File: src/rtl/trap_pkg.sv
package trap_pkg;
  // status word bit positions
  localparam int SB_SUPER    = 0;
  localparam int SB_TICK_EN  = 1;
  localparam int SB_IRQ_EN   = 2;
  localparam int SB_DMMU_EN  = 5;
  localparam int SB_IMMU_EN  = 6;
  localparam int SB_DSLOT    = 13;
  localparam int SB_HIVEC    = 14;
  // power-management bit positions
  localparam int PB_DOZE     = 4;
  localparam int PB_SLEEP    = 5;
  // cause codes
  localparam int CAUSE_TICK    = 5;
  localparam int CAUSE_ILLEGAL = 7;
  localparam int CAUSE_EXT     = 8;
  localparam int CAUSE_SYSCALL = 12;
endpackage

File: src/rtl/trap_select.sv
module trap_select
  import trap_pkg::*;
#(
  parameter int N_CAUSE = 15,
  parameter int IDX_W   = 4
) (
  input  logic             take,
  input  logic [IDX_W-1:0] cause_req,
  input  logic             irq_ext,
  input  logic             irq_tick,
  input  logic             tick_en,
  input  logic             irq_en,
  output logic [IDX_W-1:0] cause_sel,
  output logic             fire,
  output logic             fault
);
  logic tick_ok, ext_ok, in_range;

  always_comb begin
    tick_ok = irq_tick && tick_en;
    ext_ok  = irq_ext && irq_en;
    if (tick_ok)
      cause_sel = IDX_W'(CAUSE_TICK);
    else if (ext_ok)
      cause_sel = IDX_W'(CAUSE_EXT);
    else
      cause_sel = cause_req;
    in_range = (cause_sel != '0) && (int'(cause_sel) < N_CAUSE);
    fire  = take && in_range;
    fault = take && !in_range;
  end
endmodule

File: src/rtl/trap_frame.sv
module trap_frame
  import trap_pkg::*;
#(
  parameter int XLEN  = 32,
  parameter int IDX_W = 4
) (
  input  logic [XLEN-1:0]  pc,
  input  logic             dslot,
  input  logic [IDX_W-1:0] cause,
  input  logic [XLEN-1:0]  sr,
  input  logic [XLEN-1:0]  pm,
  output logic [XLEN-1:0]  epc,
  output logic [XLEN-1:0]  sr_new,
  output logic [XLEN-1:0]  pm_new,
  output logic             is_illegal
);
  localparam logic [XLEN-1:0] STEP = XLEN'(4);

  logic [XLEN-1:0] pc_ds;

  always_comb begin
    pc_ds = dslot ? (pc - STEP) : pc;
    epc   = (cause == IDX_W'(CAUSE_SYSCALL)) ? (pc_ds + STEP) : pc_ds;
    is_illegal = (cause == IDX_W'(CAUSE_ILLEGAL));

    sr_new = sr;
    sr_new[SB_SUPER]   = 1'b1;
    sr_new[SB_TICK_EN] = 1'b0;
    sr_new[SB_IRQ_EN]  = 1'b0;
    sr_new[SB_DMMU_EN] = 1'b0;
    sr_new[SB_IMMU_EN] = 1'b0;
    sr_new[SB_DSLOT]   = dslot;

    pm_new = pm;
    pm_new[PB_DOZE]  = 1'b0;
    pm_new[PB_SLEEP] = 1'b0;
  end
endmodule

File: src/rtl/trap_vector.sv
module trap_vector #(
  parameter int              XLEN      = 32,
  parameter int              IDX_W     = 4,
  parameter int              VEC_SHIFT = 8,
  parameter logic [XLEN-1:0] HI_PREFIX = 32'hF000_0000
) (
  input  logic [IDX_W-1:0] cause,
  input  logic [XLEN-1:0]  base,
  input  logic             base_en,
  input  logic             hivec,
  output logic [XLEN-1:0]  vec
);
  always_comb begin
    vec = XLEN'(cause) << VEC_SHIFT;
    if (base_en) vec = vec | base;
    if (hivec)   vec = vec | HI_PREFIX;
  end
endmodule

File: src/rtl/trap_entry.sv
module trap_entry
  import trap_pkg::*;
#(
  parameter int              XLEN      = 32,
  parameter int              N_CAUSE   = 15,
  parameter int              VEC_SHIFT = 8,
  parameter logic [XLEN-1:0] HI_PREFIX = {4'hF, {(XLEN-4){1'b0}}},
  localparam int             IDX_W     = $clog2(N_CAUSE)
) (
  input  logic             clk,
  input  logic             rst,
  input  logic             take_i,
  input  logic [IDX_W-1:0] cause_i,
  input  logic [XLEN-1:0]  pc_i,
  input  logic             dslot_i,
  input  logic [XLEN-1:0]  sr_i,
  input  logic [XLEN-1:0]  pm_i,
  input  logic [XLEN-1:0]  base_i,
  input  logic             base_en_i,
  input  logic             irq_ext_i,
  input  logic             irq_tick_i,
  input  logic             resv_set_i,
  input  logic [XLEN-1:0]  resv_addr_i,
  output logic             taken_o,
  output logic             err_o,
  output logic [IDX_W-1:0] cause_o,
  output logic [XLEN-1:0]  epc_o,
  output logic [XLEN-1:0]  esr_o,
  output logic [XLEN-1:0]  sr_o,
  output logic [XLEN-1:0]  pm_o,
  output logic [XLEN-1:0]  vec_o,
  output logic [XLEN-1:0]  eear_o,
  output logic             eear_we_o,
  output logic [XLEN-1:0]  resv_addr_o
);
  logic [IDX_W-1:0] cause_sel;
  logic             fire, fault, is_illegal;
  logic [XLEN-1:0]  epc_n, sr_n, pm_n, vec_n;

  trap_select #(.N_CAUSE(N_CAUSE), .IDX_W(IDX_W)) u_sel (
    .take      (take_i),
    .cause_req (cause_i),
    .irq_ext   (irq_ext_i),
    .irq_tick  (irq_tick_i),
    .tick_en   (sr_i[SB_TICK_EN]),
    .irq_en    (sr_i[SB_IRQ_EN]),
    .cause_sel (cause_sel),
    .fire      (fire),
    .fault     (fault)
  );

  trap_frame #(.XLEN(XLEN), .IDX_W(IDX_W)) u_frame (
    .pc         (pc_i),
    .dslot      (dslot_i),
    .cause      (cause_sel),
    .sr         (sr_i),
    .pm         (pm_i),
    .epc        (epc_n),
    .sr_new     (sr_n),
    .pm_new     (pm_n),
    .is_illegal (is_illegal)
  );

  trap_vector #(.XLEN(XLEN), .IDX_W(IDX_W), .VEC_SHIFT(VEC_SHIFT),
                .HI_PREFIX(HI_PREFIX)) u_vec (
    .cause   (cause_sel),
    .base    (base_i),
    .base_en (base_en_i),
    .hivec   (sr_i[SB_HIVEC]),
    .vec     (vec_n)
  );

  always_ff @(posedge clk) begin
    if (rst) begin
      taken_o     <= 1'b0;
      err_o       <= 1'b0;
      eear_we_o   <= 1'b0;
      cause_o     <= '0;
      epc_o       <= '0;
      esr_o       <= '0;
      sr_o        <= '0;
      pm_o        <= '0;
      vec_o       <= '0;
      eear_o      <= '0;
      resv_addr_o <= '1;
    end else begin
      taken_o   <= fire;
      err_o     <= fault;
      eear_we_o <= fire && is_illegal;
      if (fire) begin
        cause_o <= cause_sel;
        epc_o   <= epc_n;
        esr_o   <= sr_i;
        sr_o    <= sr_n;
        pm_o    <= pm_n;
        vec_o   <= vec_n;
        if (is_illegal) eear_o <= pc_i;
      end
      if (fire)
        resv_addr_o <= '1;
      else if (resv_set_i)
        resv_addr_o <= resv_addr_i;
    end
  end

  // the taken pulse follows a strobe and lasts one cycle
  p_taken_follows_r11: assert property (@(posedge clk) disable iff (rst)
    taken_o |-> $past(take_i));
  p_held_stable_r11: assert property (@(posedge clk) disable iff (rst)
    !taken_o |-> ($stable(epc_o) && $stable(sr_o) && $stable(vec_o)));
  // an error never coincides with an entry and changes nothing
  p_err_no_update_r3: assert property (@(posedge clk) disable iff (rst)
    err_o |-> (!taken_o && $stable(esr_o) && $stable(pm_o)));
  // an enabled tick always wins
  p_tick_wins_r2: assert property (@(posedge clk) disable iff (rst)
    (taken_o && $past(irq_tick_i && sr_i[SB_TICK_EN]))
      |-> (cause_o == IDX_W'(CAUSE_TICK)));
  // non-syscall saved PC is corrected only by the delay slot
  p_epc_r4: assert property (@(posedge clk) disable iff (rst)
    (taken_o && cause_o != IDX_W'(CAUSE_SYSCALL))
      |-> (epc_o == ($past(pc_i) - ($past(dslot_i) ? XLEN'(4) : XLEN'(0)))));
  // saved status is the pre-entry word
  p_esr_r6: assert property (@(posedge clk) disable iff (rst)
    taken_o |-> (esr_o == $past(sr_i)));
  // supervisor on, interrupts off, delay-slot bit tracks the flag
  p_sr_r7: assert property (@(posedge clk) disable iff (rst)
    taken_o |-> (sr_o[SB_SUPER] && !sr_o[SB_IRQ_EN] && !sr_o[SB_TICK_EN]
                 && (sr_o[SB_DSLOT] == $past(dslot_i))));
  // the error address only moves on illegal-instruction entry
  p_eear_r5: assert property (@(posedge clk) disable iff (rst)
    !eear_we_o |-> $stable(eear_o));
  // every entry kills the reservation
  p_resv_r10: assert property (@(posedge clk) disable iff (rst)
    taken_o |-> (resv_addr_o == '1));
endmodule

File: config.mk
export PLATFORM = sky130hd
export DESIGN_NAME = trap_entry
export DESIGN_NICKNAME = d
export VERILOG_FILES = /design/src/rtl/trap_pkg.sv /design/src/rtl/trap_select.sv /design/src/rtl/trap_frame.sv /design/src/rtl/trap_vector.sv /design/src/rtl/trap_entry.sv
export SDC_FILE = /design/constraint.sdc
export NUM_CORES = 1
export LEC_CHECK = 0
export BUFFER_PORTS_ARGS = -buffer_cell sky130_fd_sc_hd__buf_2
export CAP_MARGIN = 30
export CORE_AREA = 2 2 156 158
export DETAILED_ROUTE_END_ITERATION = 10
export DIE_AREA = 0 0 158 160
export PLACE_DENSITY = 0.65
export SLEW_MARGIN = 20
export SYNTH_ARGS = -nofsm -noshare
export SYNTH_HDL_FRONTEND = slang
export SYNTH_SLANG_ARGS = --single-unit
File: constraint.sdc
create_clock -name clk -period 3.6 [get_ports clk]
set_input_delay 0.18 -clock clk [delete_from_list [all_inputs] [get_ports clk]]
set_output_delay 0.18 -clock clk [all_outputs]
set_load 0.1 [all_outputs]
# After elaboration in Yosys (flattened, before gate mapping)
# Index checks and enable logic that the tools add are counted.
[classes]
n_reduce_logical = 10
eq_ne = 2
magnitude_cmp = 1
bitwise_logic = 1
n_addsub = 2
mux = 6
[ops]
columns = ["operator", "n"]
rows = [
  ["2-to-1 mux 32 bit", 4],
  ["adder 32 x 3 -> 32 bit (second input constant)", 1],
  ["bitwise OR 12 x 32 -> 32 bit", 1],
  ["subtractor 32 x 3 -> 32 bit (second input constant)", 1],
  ["2-to-1 mux 4 bit", 2],
  ["logical AND 1 bit", 6],
  ["equality test 4 x 3 -> 1 bit (second input constant)", 1],
  ["equality test 4 bit (second input constant)", 1],
  ["< comparator 4 bit (second input constant)", 1],
  ["nonzero test 4 bit", 1],
  ["AND reduction 2 bit", 1],
  ["OR reduction 2 bit", 1],
  ["logical NOT 1 bit", 1],
]
[totals]
in_bits = 172
output_inout_bits = 231
ff_bits = 225
word_cells = 33

# Longest topological paths before layout
# Gate-level depths: netlist of run 1.
[depth]
ltp_word = 7
ltp_mapped = 13
mapped_depth_nobuf = 11

# Modules after synthesis
# From an unflattened synthesis of run 1, not the netlist that was laid out.
[hier_totals]
cells_unflattened = 1144
area_unflattened_um2 = 10950.5
[modules_own_cells]
columns = ["module", "instances", "area_per_inst_um2", "cells_each", "seq_area_each_um2"]
rows = [
  ["trap_entry", 1, 8415.6, 786, 4624.4],
  ["trap_frame", 1, 2232.1, 309, 0.0],
  ["trap_vector", 1, 227.7, 35, 0.0],
  ["trap_select", 1, 75.1, 14, 0.0],
]

# Least setup slack after synthesis of run 1
# No wires, ideal clock.
[synth_timing]
kind = "input -> register"
start = "input pc_i[2]"
end = "register epc_o[31]"
t_arrival_ps = 2787
required_time_ps = 3481
setup_ps = 119
path_stages = 12
path_buffers = 2
slack_ps = 694
cell_sequence = "clkbuf_1 inv_1 ha_1 nor4bb_1 buf_2 nand4_1 or3_1 a22oi_1 and3_1 nand3_1 or3_1 a32o_1"
[synth_between]
elab_chain_len = 4
[synth_rtl]
columns = ["item", "line", "rtl"]
rows = [
  ["start, declared", "trap_entry.sv:14", "input logic [XLEN-1:0] pc_i,"],
  ["subtractor 32 x 3 -> 32 bit", "trap_frame.sv:22", "pc_ds = dslot ? (pc - STEP) : pc;"],
  ["2-to-1 mux 32 bit *", "trap_frame.sv:22", ""],
  ["adder 32 x 3 -> 32 bit", "trap_frame.sv:23", "epc = (cause == IDX_W'(CAUSE_SYSCALL)) ? (pc_ds + STEP) : pc_ds;"],
  ["2-to-1 mux 32 bit *", "trap_frame.sv:23", ""],
  ["end signal, assigned", "trap_entry.sv:92", "epc_o <= epc_n;"],
  ["end, declared", "trap_entry.sv:27", "output logic [XLEN-1:0] epc_o,"],
]
# Mark *: on every way between the ends. The rest lies on a longest branch, timed or not.
# A chain may end at the register's enable or synchronous reset.

# Worst setup path in the final report of run 1
[layout_timing]
start = "input pc_i[9]"
end = "register epc_o[31]"
# Same word-level chain as after synthesis.

==> reports/metrics.yaml, run 1 <==
hold_violations: 0
syn_avg_cell_area_um2: 8.30
path_class: "input port to register"
grt_pass1_wl_um: 45700
ios: 403
r2r-start: "epc_o[30]$_SDFFE_PP0P_"
cts-resized-gates: 0
drt_wl_total_um: 30400
max_freq_mhz: 335
drtAntennaViolNets: 0
worstMarginPinSlew_ns: 0.943
post_drt_wl_per_cell_um: 16.6
clkSinkCount: 199
synth_seq_cells: 199
swShare_pct: 39.3
p_int_mw: 3.64
die_area_um2: 25300
placed_area_um2: 10600
critPathLaunch: "pc_i[9]"
relSlewSlack_pct: 37.1
path_cells: "dlygate4sd3_1, buf_2, nor3_2, nand4_1, or3_1, a22oi_1, and3_1, nand3_1, or3_1, a32o_1"
setup_viol: 0
critPathMaxFanout: 7
overflow: 0
cts_tree: "yes"
sequentialPowerShare_pct: 39.4
reg2reg_slack_ns: 2.79
holdCritStartpoint: "pc_i[29]"
yosysWarnings: 0
portBuffers: 394
gp_congestion: 0.846
start_util_pct: 36.3
synthFlopType: "dfxtp_1"
fin_nets: 1661
pwr-share-comb_pct: 27.7
areaGrowthSynthToFinish_pct: 44.6
p_per_area_nw_per_um2: 480
synth_edf_count: 0
crit_arrival_ns: 3.29
first_global_vias: 8290
p_leak_nw: 5.63
reg2reg_to: "epc_o[30]$_SDFFE_PP0P_"
cts_max_level: 4
rr_worst_depth: 3
drive_gt1_share_pct: 31.1
grt_usage_pct: 23.1
insertion_delay_ns: 0.44
hpwl_um: 20700
finalMaxSlewViolations: 0
cts.path.max_buffers: 2
cpPeakStageDelay_ns: 0.53
fill_cells: 2305
clk_pin_slew_worst_paths_ns: 0.08
ys_seq_area_share_pct: 46.1
rows: 57
holdPathEnd: "eear_o[29]$_SDFFE_PP0P_"
final_core_util_pct: 52.4
cts_root_buffer: "clkbuf_16"
clock_skew_ns: 0
async_flop_share_pct: 0
antenna_found_initial: 0
route.vias.total: 8938
die_y_um: 160
end_kind: "register"
grt_max_degree: 65
first_pass_iters: 5
viasPerCell: 4.90
run_status: "finished, final reports clean"
final_common_cell: "buf_2"
irDropWorstVdd_v: 0.000262
synthesis.area_um2: 8640
period_minus_slack_ns: 2.98
final_cell_area_um2: 12500
hold_depth: 3
first_iter_violations: 573
tns_ns: 0
ys_types: 66
path_common_cell: "or3_1"
syn_inst: 1040
hold_slack_ns: 0.0250
worstSetupStartpointType: "input port"
fp.dieW_um: 158
crit_slowest_cell: "dlygate4sd3_1"
coreArea_um2: 23800
cts_buffers: 17
clkPwrFrac_pct: 32.9
required_ns: 3.91
rsz0062_at_grt: "false"
drv_cap: 0
drc: 0
layout_common_cells: "buf_2, nand2_1, dfxtp_1"
holdCritPathClass: "input port to register"
power.switching_mw: 2.35
fin_crit_sh_pct: 82.8
## power groups by stage
stage	Combinational (mW)	Sequential [mW]	Clock [mW]
4_1_cts	1.65	2.36	2.03
3_5_place_dp	1.54	2.41	0
6_report	1.66	2.36	1.97
2_1_floorplan	0.482	3.16	0
5_1_grt	1.73	2.37	2.12
3_3_place_gp	1.53	2.41	0
## Yosys cell counts (5+ instances only)
cell	instances	area (µm²)
a22o_1	26	228
nor4_1	10	62.6
xor2_1	14	123
o21ai_0	14	70.1
buf_2	9	45.0
xnor2_1	26	228
or3_1	14	87.6
dfxtp_1	199	3980
a211oi_1	10	75.1
nand3b_1	7	52.6
nand3_1	16	80.1
and2_1	6	37.5
nand2_1	282	1060
buf_4	34	255
a21oi_1	123	616
nor3_1	15	75.1
inv_1	5	18.8
mux2i_1	37	370
or4_1	5	37.5
clkbuf_1	63	236
nand4_1	8	50.1
nor2_1	38	143
## cell type report
type	instances	area, µm²	area share (%)
inverter	5	18.8	0.150
multi-input combinational	732	4120	33.0
timing repair buffer	532	3340	26.8
clock buffer	18	439	3.52
sequential	199	3980	31.9
tap	324	405	3.25
antenna	1	2.50	0.0200
clock inverter	14	174	1.39
## cells by family after synthesis
family	Yosys count	synth area share, %
muxes	38	4.42
DFF	199	46.1
AOI/OAI and AO/OA	206	14.6
xor gates and xnor gates	40	4.06
and+or+nand+nor	440	23.8
buffers and inverters	114	6.66
other	1	0.0434
adders and majority gates	2	0.290
## sequential cells by signal, summed over array words and instances (netlist names), 2 cells and up
register,flops
sr_o,2
pm_o,30
esr_o,32
eear_o,32
epc_o,32
resv_addr_o,32
cause_o,4
vec_o,32
## how the worst max path moves through the flow
stage                                  end  cells after the start
floorplan           epc_o[31]$_SDFFE_PP0P_                     12
global placement    epc_o[31]$_SDFFE_PP0P_                     12
detailed placement  epc_o[31]$_SDFFE_PP0P_                     12
CTS                 epc_o[31]$_SDFFE_PP0P_                     10
global route        epc_o[22]$_SDFFE_PP0P_                     12
finish              epc_o[31]$_SDFFE_PP0P_                     10
## metrics by stage
step                      setup slack [ns]  power (mW)  std cells
after floorplan                      0.694        3.64       1045
after global placement               0.375        3.94       1668
after detailed placement             0.284        3.95       1669
after CTS                            0.634        6.04       1824
after global routing                 0.421        6.23       1824
final                                0.619        5.99       1825
## timing repair
action                                 4_1_cts  5_1_grt
endpoints found under the hold margin      124        0
setup buffers                                0        0
hold buffers                               123        0
## metal layers
layer | track usage (%) | wire, µm
met1 | 29.0 | 12800
met2 | 39.1 | 14700
met5 | 0 | 0
met4 | 7.99 | 808
met3 | 4.69 | 2010
## worst max-delay path: cells and delay by family
kind            cells  cell delay [ns]
compound gates      2             0.64
buf+inv             2             0.68
simple gates        6             1.80
Power figures use the tool's default switching activity.
==> run 2: changes to the inputs <==
- PLACE_DENSITY: 0.65 -> 0.68
- clock period: 3.6 -> 2.39 ns (I/O delays scaled with it)
==> reports/metrics.yaml, run 2 (synthesis gave the netlist of run 1 again) <==
cts_max_level: 4  # unchanged
cts_buffers: 17  # unchanged
gp_congestion: 0.865  # +2.3%
die_y_um: 160  # unchanged
holdCritPathClass: "input port to register"
final_core_util_pct: 56.7  # +4.2 points
period_minus_slack_ns: 2.35
rows: 57  # unchanged
p_per_area_nw_per_um2: 677  # +41%
max_freq_mhz: 425
p_leak_nw: 6.20  # +10%
irDropWorstVdd_v: 0.000451  # +72%
clkSinkCount: 199  # unchanged
final_common_cell: "buf_2"
fill_cells: 2174  # -5.7%
fp.dieW_um: 158  # unchanged
areaGrowthSynthToFinish_pct: 56.3
placed_area_um2: 11400  # +7.6%
start_util_pct: 36.3  # unchanged
post_drt_wl_per_cell_um: 16.6  # -0.19%
fin_crit_sh_pct: 98.5
first_global_vias: 9107  # +9.9%
hold_violations: 0  # unchanged
portBuffers: 394  # unchanged
finalMaxSlewViolations: 0  # unchanged
p_int_mw: 5.59  # +54%
drv_cap: 0  # unchanged
grt_max_degree: 102  # +57%
drive_gt1_share_pct: 36.1  # +5.0 points
overflow: 0  # unchanged
diodes: 0  # -1
dp_cells: 1765  # +5.8%
grt_pass1_wl_um: 48500  # +6.1%
crit_buf_inv: 2  # unchanged
sequentialPowerShare_pct: 38.9  # -0.5 points
cpPeakStageDelay_ns: 0.56  # +0.03 ns
run_status: "finished, final reports clean"
ios: 403  # unchanged
worstSetupStartpointType: "input port"
drtAntennaViolNets: 0  # unchanged
drt_wl_total_um: 32200  # +5.8%
setup_viol: 0  # unchanged
clk_pin_slew_worst_paths_ns: 0.08  # about the same
hpwl_um: 22100  # +6.8%
cp_top_family: "simple AND/OR/NAND/NOR gates"
clkPwrFrac_pct: 32.2  # -0.7 points
first_pass_iters: 5  # unchanged
insertion_delay_ns: 0.43  # about the same
pwr-share-comb_pct: 28.9  # +1.2 points
power.switching_mw: 3.55  # +51%
swShare_pct: 38.8  # -0.42 points
crit_slowest_cell: "or4_4"
worstMarginPinSlew_ns: 0.935  # -0.00820 ns
fin_nets: 1772  # +6.7%
cts.path.max_buffers: 2  # unchanged
end_kind: "register"
cts_root_buffer: "clkbuf_16"
first_iter_violations: 687  # +20%
grt_usage_pct: 24.4  # +1.3 points
final_cell_area_um2: 13500  # +8.1%
path_class: "input port to register"
cts_tree: "yes"
layout_common_cells: "buf_2, nand2_1, dfxtp_1"
path_cells: "dlygate4sd3_1, buf_2, or4_4, nor4_2, xor2_1, nand3_2, or3_1, a32o_1"
hold_slack_ns: 0.0237  # -0.00132 ns
relSlewSlack_pct: 37.7  # +0.55 points
reg2reg_slack_ns: 1.25  # -1.54 ns
finalNonFillerCells: 1935  # +6.0%
route.vias.total: 9514  # +6.4%
required_ns: 2.71  # -1.20 ns
crit_arrival_ns: 2.67  # -0.62 ns
antenna_found_initial: 0  # unchanged
drc: 0  # unchanged
viasPerCell: 4.92  # +0.39%
clock_skew_ns: 0  # unchanged
critPathMaxFanout: 6  # -1
coreArea_um2: 23800  # unchanged
die_area_um2: 25300  # unchanged
## run 2: repair_timing
| action | in CTS | in global routing |
|---|---|---|
| hold buffers | 136 | 0 |
| endpoints found under the setup margin | 0 | 4 |
| setup buffers | 0 | 1 |
| hold endpoints to repair | 137 | 0 |
| resized for setup | 0 | 10 |
## run 2: power groups by stage
stage,registers [mW],clock network (mW),logic (mW)
2_1_floorplan,4.76,0,0.738
4_1_cts,3.55,3.04,2.62
3_3_place_gp,3.62,0,2.42
5_1_grt,3.57,3.17,2.75
6_report,3.56,2.95,2.64
3_5_place_dp,3.63,0,2.44
## run 2: layer usage
metal	track usage, %	vias to the layer above	wire length (µm)	share of wire [%]
met5	0	-	0	0
met4	8.15	0	829	2.6
met3	5.89	54	2260	7.0
met2	42.1	367	15600	49
met1	29.6	4473	13400	42
li1	-	4620	-	-
## run 2: final timing paths
kind | from | to | depth (start not counted)
setup reg to reg | esr_o[3]$_SDFFE_PP0P_ | esr_o[3]$_SDFFE_PP0P_ | 3
hold reg to reg | epc_o[5]$_SDFFE_PP0P_ | epc_o[5]$_SDFFE_PP0P_ | 2
hold / removal | take_i | err_o$_SDFF_PP0_ | 2
setup / recovery | pc_i[25] | epc_o[31]$_SDFFE_PP0P_ | 8
## run 2: stage by stage
| stage | power, mW | TNS [ns] | setup WS [ns] |
|---|---|---|---|
| after floorplan | 5.50 | -0.528 | -0.246 |
| after global placement | 6.05 | -3.72 | -0.316 |
| after detailed placement | 6.07 | -4.34 | -0.350 |
| after CTS | 9.21 | 0 | 0.0283 |
| after global routing | 9.50 | -0.0111 | -0.0104 |
| final | 9.14 | 0 | 0.0367 |
## run 2: layout make-up
cell class,instances,area (µm²),share of cell area (%)
Tap cell,324,405,3.00
Sequential cell,199,3980,29.5
Multi-Input combinational cell,732,4220,31.3
Timing Repair Buffer,643,4250,31.5
Inverter,5,23.8,0.176
Clock buffer,19,453,3.36
Clock inverter,13,159,1.18
## run 2: worst register-to-register path, stage by stage, from the launching register on
cell and delay [ns]:
dfxtp_1 0.35, nand2_1 0.05, a21oi_1 0.14, dlygate4sd3_1 0.55
